[config.mk]
export PLATFORM = sky130hd
export DESIGN_NAME = cfg_index_port
export DESIGN_NICKNAME = d
export VERILOG_FILES = /design/src/rtl/cfgp_pkg.sv /design/src/rtl/cfgp_enable.sv /design/src/rtl/cfgp_decode.sv /design/src/rtl/cfgp_filter.sv /design/src/rtl/cfgp_table.sv /design/src/rtl/cfg_index_port.sv
export SDC_FILE = /design/constraint.sdc
export NUM_CORES = 1
export LEC_CHECK = 0
export ABC_AREA = 1
export BUFFER_PORTS_ARGS = -buffer_cell sky130_fd_sc_hd__buf_4
export CORE_AREA = 2 2 161 148
export CTS_CLUSTER_SIZE = 16
export DETAILED_ROUTE_END_ITERATION = 10
export DIE_AREA = 0 0 163 150
export RECOVER_POWER = 50
export SLEW_MARGIN = 20
export SYNTH_ARGS = -nofsm -noshare
export SYNTH_HDL_FRONTEND = slang
export SYNTH_SLANG_ARGS = --single-unit
[constraint.sdc]
create_clock -name clk_i -period 1.98 [get_ports clk_i]
set_clock_uncertainty 0.2 [all_clocks]
set_input_delay 0.297 -clock clk_i [delete_from_list [all_inputs] [get_ports clk_i]]
set_output_delay 0.297 -clock clk_i [all_outputs]
set_load 0.01 [all_outputs]
[src/rtl/cfgp_pkg.sv]
package cfgp_pkg;
  localparam int IDX_W = 8;
  localparam int N_ENT = 1 << IDX_W;
  localparam logic [7:0] PIN_A_IDX = 8'hE7;
  localparam logic [7:0] PIN_A_VAL = 8'hFE;
  localparam logic [7:0] PIN_B_IDX = 8'hE8;
  localparam logic [7:0] PIN_B_VAL = 8'hBE;

  function automatic logic entry_ro(input logic [7:0] i);
    return (i <= 8'hDF) || (i inside {8'hE4, 8'hE5, [8'hE9:8'hED], 8'hF3, 8'hF5,
                                      8'hF7, [8'hF9:8'hFB], [8'hFD:8'hFF]});
  endfunction

  function automatic logic [7:0] entry_rst(input logic [7:0] i);
    case (i)
      8'hE0:   return 8'h3C;
      8'hE2:   return 8'h03;
      8'hE3:   return 8'hFC;
      8'hE6:   return 8'hDE;
      8'hE7:   return PIN_A_VAL;
      8'hE8:   return PIN_B_VAL;
      default: return 8'h00;
    endcase
  endfunction
endpackage

[src/rtl/cfgp_enable.sv]
module cfgp_enable #(
  parameter logic [7:0] CFG_OFF = 8'h85,
  parameter int         EN_BIT  = 1
) (
  input  logic       clk_i,
  input  logic       rst_ni,
  input  logic       brg_wr_i,
  input  logic [7:0] brg_off_i,
  input  logic [7:0] brg_wdata_i,
  output logic       en_o
);
  logic hit;
  assign hit = brg_wr_i && (brg_off_i == CFG_OFF);

  always_ff @(posedge clk_i or negedge rst_ni)
    if (!rst_ni)  en_o <= 1'b0;
    else if (hit) en_o <= brg_wdata_i[EN_BIT];

  a_r2_en_other_off: assert property (@(posedge clk_i) disable iff (!rst_ni)
    !(brg_wr_i && brg_off_i == CFG_OFF) |=> $stable(en_o));
  a_r2_en_follows: assert property (@(posedge clk_i) disable iff (!rst_ni)
    (brg_wr_i && brg_off_i == CFG_OFF) |=> en_o == $past(brg_wdata_i[EN_BIT]));
endmodule

[src/rtl/cfgp_decode.sv]
module cfgp_decode #(
  parameter int            AW   = 16,
  parameter logic [AW-1:0] BASE = 16'h03F0
) (
  input  logic          clk_i,
  input  logic          rst_ni,
  input  logic          en_i,
  input  logic [AW-1:0] io_addr_i,
  input  logic          io_wr_i,
  input  logic          io_rd_i,
  input  logic [7:0]    io_wdata_i,
  output logic [7:0]    idx_o,
  output logic          data_we_o,
  output logic          rd_hit_o
);
  localparam logic [AW-1:0] DATA_A = BASE + AW'(1);

  logic at_idx, at_dat, idx_we;
  assign at_idx    = io_addr_i == BASE;
  assign at_dat    = io_addr_i == DATA_A;
  assign idx_we    = en_i && io_wr_i && at_idx;
  assign data_we_o = en_i && io_wr_i && at_dat;
  assign rd_hit_o  = en_i && io_rd_i && (at_idx || at_dat);

  always_ff @(posedge clk_i or negedge rst_ni)
    if (!rst_ni)     idx_o <= 8'h00;
    else if (idx_we) idx_o <= io_wdata_i;

  a_r4_idx_load: assert property (@(posedge clk_i) disable iff (!rst_ni)
    (en_i && io_wr_i && io_addr_i == BASE) |=> idx_o == $past(io_wdata_i));
  a_r3_idx_hold: assert property (@(posedge clk_i) disable iff (!rst_ni)
    (!en_i || !io_wr_i || io_addr_i != BASE) |=> $stable(idx_o));
endmodule

[src/rtl/cfgp_filter.sv]
module cfgp_filter (
  input  logic [7:0] idx_i,
  input  logic [7:0] wdata_i,
  input  logic       we_i,
  output logic       commit_o
);
  import cfgp_pkg::*;
  logic val_ok;

  always_comb begin
    if (idx_i == PIN_A_IDX)      val_ok = wdata_i == PIN_A_VAL;
    else if (idx_i == PIN_B_IDX) val_ok = wdata_i == PIN_B_VAL;
    else                         val_ok = !entry_ro(idx_i);
  end

  assign commit_o = we_i && val_ok;
endmodule

[src/rtl/cfgp_table.sv]
module cfgp_table (
  input  logic       clk_i,
  input  logic       rst_ni,
  input  logic       we_i,
  input  logic [7:0] idx_i,
  input  logic [7:0] wdata_i,
  output logic [7:0] rdata_o
);
  import cfgp_pkg::*;
  logic [N_ENT-1:0][7:0] mem;

  for (genvar e = 0; e < N_ENT; e++) begin : g_ent
    localparam logic [7:0] EI = 8'(e);
    if (entry_ro(EI)) begin : g_ro
      assign mem[e] = entry_rst(EI);
    end else begin : g_rw
      always_ff @(posedge clk_i or negedge rst_ni)
        if (!rst_ni)                   mem[e] <= entry_rst(EI);
        else if (we_i && idx_i == EI)  mem[e] <= wdata_i;
    end
  end

  assign rdata_o = mem[idx_i];

  a_r7_no_commit_hold: assert property (@(posedge clk_i) disable iff (!rst_ni)
    !we_i |=> $stable(mem));
  a_r6_store: assert property (@(posedge clk_i) disable iff (!rst_ni)
    we_i |=> mem[$past(idx_i)] == $past(wdata_i));
  a_r8_pin_a: assert property (@(posedge clk_i) disable iff (!rst_ni)
    mem[PIN_A_IDX] == PIN_A_VAL);
  a_r8_pin_b: assert property (@(posedge clk_i) disable iff (!rst_ni)
    mem[PIN_B_IDX] == PIN_B_VAL);
endmodule

[src/rtl/cfg_index_port.sv]
module cfg_index_port #(
  parameter int            AW      = 16,
  parameter logic [AW-1:0] BASE    = 16'h03F0,
  parameter logic [7:0]    CFG_OFF = 8'h85,
  parameter int            EN_BIT  = 1
) (
  input  logic          clk_i,
  input  logic          rst_ni,
  input  logic          brg_wr_i,
  input  logic [7:0]    brg_off_i,
  input  logic [7:0]    brg_wdata_i,
  input  logic [AW-1:0] io_addr_i,
  input  logic          io_wr_i,
  input  logic          io_rd_i,
  input  logic [7:0]    io_wdata_i,
  output logic [7:0]    io_rdata_o
);
  logic       en_q, data_we, rd_hit, commit;
  logic [7:0] idx_q, tbl_rdata;

  cfgp_enable #(.CFG_OFF(CFG_OFF), .EN_BIT(EN_BIT)) u_enable (
    .clk_i, .rst_ni, .brg_wr_i, .brg_off_i, .brg_wdata_i, .en_o(en_q));

  cfgp_decode #(.AW(AW), .BASE(BASE)) u_decode (
    .clk_i, .rst_ni, .en_i(en_q), .io_addr_i, .io_wr_i, .io_rd_i, .io_wdata_i,
    .idx_o(idx_q), .data_we_o(data_we), .rd_hit_o(rd_hit));

  cfgp_filter u_filter (
    .idx_i(idx_q), .wdata_i(io_wdata_i), .we_i(data_we), .commit_o(commit));

  cfgp_table u_table (
    .clk_i, .rst_ni, .we_i(commit), .idx_i(idx_q), .wdata_i(io_wdata_i),
    .rdata_o(tbl_rdata));

  assign io_rdata_o = rd_hit ? tbl_rdata : 8'hFF;

  a_r3_dis_reads_ff: assert property (@(posedge clk_i) disable iff (!rst_ni)
    !en_q |-> io_rdata_o == 8'hFF);
  a_r3_dis_no_commit: assert property (@(posedge clk_i) disable iff (!rst_ni)
    !en_q |-> !commit);
  a_r7_ro_drop: assert property (@(posedge clk_i) disable iff (!rst_ni)
    (data_we && cfgp_pkg::entry_ro(idx_q)) |-> !commit);
endmodule

**After elaboration in Yosys (flattened, before gate mapping)**

Index checks and enable logic that the tools add are counted.

- Bits of input ports: 45
- Logic and storage cells: 87
- Output and inout bits: 8
- Flip-flop bits (word level): 137

- Multiplexer cells: 5
- Order comparisons: 8
- Equality and inequality tests: 26
- Reduce and logical (&&, ||, !) cells: 30

Operators by type and width:

| kind | number |
|---|---|
| == test 8 bit, second input constant | 24 |
| binary-select mux 8 bit (select 8 bit) | 1 |
| == test 16 x 10 -> 1 bit, second input constant | 2 |
| <= comparator 8 bit, second input constant | 4 |
| logical AND 1 bit | 26 |
| >= comparator 8 bit, second input constant | 3 |
| 2-to-1 mux 8 bit | 2 |
| less-than comparator 8 x 9 -> 1 bit, second input constant | 1 |
| nonzero test 8 bit | 1 |
| logical OR 1 bit | 2 |
| 2-to-1 mux 1 bit | 2 |
| zero test 1 bit | 1 |

**Longest topological paths before layout**

- Word-level depth: 9
- Depth in mapped cells: 14
- Mapped depth without buffers: 11

**By module**

From an unflattened synthesis, not the netlist that was laid out.

- Cell total of the unflattened synthesis: 910
- Area, all modules: 6860.3 um2

By module, submodules not included:

| module | times used | cells each | area each (um2) | seq. area each (um2) |
|---|---|---|---|---|
| cfgp_table | 1 | 779 | 6057.1 | 3241.9 |
| cfgp_decode | 1 | 61 | 495.5 | 200.2 |
| cfgp_filter | 1 | 37 | 152.6 | 0.0 |
| cfgp_enable | 1 | 16 | 90.1 | 25.0 |
| cfg_index_port | 1 | 17 | 65.1 | 0.0 |

**Worst setup path after synthesis**

Ideal clock, no wire load.

- Path kind: reg-to-output
- Start point: register u_decode.idx_o[0]
- End point: output port io_rdata_o[0]
- Slack: -0.060 ns
- Data arrival time: 1.543 ns
- Stages on the path, launching flop included: 14
- Required time: 1.483 ns
- Buffers on the path: 2
- Path through: dfrtp_1 buf_2 inv_2 buf_4 nand2_1 nor2_1 nand2_1 nand2_1 nor2_1 nand2_1 nand2_1 nand2_1 nand2_1 nand2_1

- Word-level cells in the longest chain between the ends: 3

RTL lines:

| element | line | RTL |
|---|---|---|
| start: declaration | cfgp_decode.sv:12 | `output logic [7:0] idx_o,` |
| start signal: assignment | cfgp_decode.sv:27 | `else if (idx_we) idx_o <= io_wdata_i;` |
| binary-select mux 8 bit (select 8 bit) | cfgp_table.sv:23 | `assign rdata_o = mem[idx_i];` |
| 2-to-1 mux 8 bit (not written as such) | cfgp_table.sv:23 |  |
| 2-to-1 mux 8 bit | cfg_index_port.sv:35 | `assign io_rdata_o = rd_hit ? tbl_rdata : 8'hFF;` |
| end: declaration | cfg_index_port.sv:16 | `output logic [7:0] io_rdata_o` |

No other way between the ends. The select of a mux whose other input is x is not followed.

**Worst setup path in the final report**

- Start point: register u_decode.idx_o[0]
- End point: output port io_rdata_o[1]

The elaborated chain is that of the path after synthesis.

==> metrics.csv <==
metric,value,unit
final setup margin,-0.634,ns
commonest cells in the synthesized netlist,"516 x nand2_1, 116 x nand4_1, 106 x dfrtp_1",
critical path required time,1.48,ns
first-pass GRT wire length,43.4,mm
Worst Path Buf+Inv,3,
worst hold slack,0.0235,ns
Final Util,0.468,
CTS tree,done,
fraction of layout cells with a size suffix above 1,0.317,
"Top cell by count, worst path",nand2_1,
synthesized area per cell,7.33,um2
Tmin final,2.61,ns
"EDFF count, synth",0,
CP max-delay cell,dfrtp_2,
CTS clock-pin slew for the worst setup and hold paths,0.06,ns
port buffer count,45,
number of global-route vias before repair,7806,
Total Neg Setup Slack,-24.12,ns
Static Leakage,5.46,nW
register bit total from synthesis,137,
"Cell Area, Synth",7860,um2
syn_nets,1117,
Hold WC Path Type,primary input to flip-flop,
Synth top area share,0.337,
crit-path cells,"clkinv_4, buf_6, nand2_1, nand2_1, nand2_1, nand2_1, nand2_1, nand3_1, nand2_1, nand2_1, nand2_1, nand2_1, buf_4",
First-pass DRT Iterations,6,
synthesized instance count,1072,
"FFs w/ async S/R, synth",1.00,
worst hold path startpoint,brg_off_i[6],
Final #Nets,1270,
Iter 0 DRT Violations,802,
via count,7971,
RSZ-0062 raised after global routing,yes,
Netlist cell types,28,
via/cell ratio,5.18,
worst-path maximum fanout,8,
clk sinks,137,
TritonCTS buffer count,17,
synth top area cells,"dfrtp_1 34%, nand2_1 25%, dfstp_2 10%",
gr usage total,0.233,
Worst EP arrival,2.12,ns
die width,163,um
f_max,383,MHz
"area leader, netlist",dfrtp_1,
Routed WL,27.4,mm
die height,150,um
CP Launch Point,u_decode.idx_o[0],
post-route ant nets,0,
Final Cycle Share,1.32,
Setup Viol. Count Final,163,
Placed Cells,1475,
Slew HR,-0.0777,
max_cap viols,1,
core area,22900,um2
initial antenna violation count,0,
Synth Flop Type,dfrtp_1,
total gr overflow,0,
n_diodes,0,
clock latency at the later pin of the worst-skew pair,0.43,ns
DRC,0,
H-tree Lvls,4,
die area,24500,um2
CTS Buffer Depth,2,
Crit. End Element,output pin,
Fillers,2216,
Avg WL per Cell,17.8,um
Worst VDD drop,0.000447,V
Final Non-Filler Cells,1540,
power density cells,596,nW/um2
# IOs,53,
Reg-to-Reg Start,u_decode.idx_o[0],
largest net degree at the start of global routing,57,
CTS Root Cell,clkbuf_16,
status,finished with violations,
Site Rows,53,
most common cell in the synthesized netlist,nand2_1,
RePlAce Congestion,0.927,
sequential share of the synthesized area,0.441,
Crit Path Class,flip-flop to output pin,
Worst setup SP type,flip-flop,
max incr delay on CP,0.50,ns
Final Hold Viols,0,
area grow syn2layout,36.3,%
Syn. warnings,0,
HPWL after detailed placement,18.3,mm
violated checks,"capacitance limit, slew limit, setup timing",
fin. max-slew vios,55,
Slew @ Worst Pin,1.62,ns
initial core utilization,0.344,
"CP delay by family, top",simple AND/OR/NAND/NOR gates,
-- cell families after synthesis --
group | count (synthesis) | synth area share
AOI/OAI and AO/OA | 10 | 0.00637
buffers and inverters | 127 | 0.0794
DFF | 137 | 0.441
and+or+nand+nor | 797 | 0.472
muxes | 1 | 0.00143
-- through the flow --
step	area, um2	total power [mW]	setup slack [ns]
2_1_floorplan	7870	2.91	0.00103
3_3_place_gp	9190	3.10	-0.318
4_1_cts	10600	6.41	-0.573
3_5_place_dp	9190	3.11	-0.350
5_1_grt	10700	6.57	-0.718
6_report	10700	6.38	-0.634
-- worst min-delay path, delay by kind of cell --
family	cells	cell delay, ns
muxes	1	0.20
buffers and inverters	1	0.08
and+or+nand+nor	1	0.04
-- layout by cell type (no fill, tap or decap), types with 11 or more instances in the layout --
cell type	count
nand4_4	12
buf_4	136
nand2_4	11
buf_12	17
buf_6	27
nand2_1	457
nand4_1	116
nor2_1	67
clkbuf_16	18
nand3_1	32
dfrtp_1	102
nor2_2	16
dfstp_2	31
inv_1	56
nand2_2	53
nor2_4	16
-- flip-flops by register name (all words and copies together), names as in the netlist --
register / cells
u_decode.idx_o: 8
u_enable.en_o: 1
u_table.mem: 128
-- worst paths after layout --
| check | end | slack [ns] | cells past startpoint |
|---|---|---|---|
| hold / removal | u_enable.en_o | 0.02 | 3 |
| hold reg to reg | u_table.mem[1863] | 0.26 | 2 |
| max in group asynchronous | u_table.mem[1793] | -0.02 | 2 |
| setup reg to reg | u_table.mem[2018] | -0.23 | 15 |
| setup / recovery | io_rdata_o[1] | -0.63 | 13 |
| min in group asynchronous | u_table.mem[1916] | 0.61 | 2 |
-- routing by layer --
metal	up-vias	GRT usage	part of all wire
met4	0	0.0907	0.031
met2	299	0.363	0.46
met5	-	0	0
met3	65	0.0604	0.073
met1	3836	0.311	0.43
li1	3771	-	-
-- final cells by class --
class                   count  area (um2)  share of cell area
multi-input cells         808        4130               0.385
inverters                  68         273              0.0255
well taps                 302         378              0.0353
flip-flops and latches    137        3470               0.324
repair buffers            193        1860               0.174
clock inverters            14         171              0.0160
clock buffers              18         429              0.0401
-- power by group --
part | switching, mW | internal (mW) | leakage, nW | total [mW]
Combinational | 0.164 | 0.0947 | 3.37 | 0.259
Sequential | 0.000676 | 2.80 | 1.80 | 2.80
Clock | 1.33 | 1.99 | 0.287 | 3.32
Total | 1.50 | 4.88 | 5.46 | 6.38
-- timing repair --
action	in CTS	in global routing
gates resized for setup	104	62
pin swaps	30	45
cloned	10	1
endpoints found under the hold margin	35	0
hold buffers	3	0
endpoints found under the setup margin	136	136
buffers inserted	22	7
(Power assumes the default switching activity.)
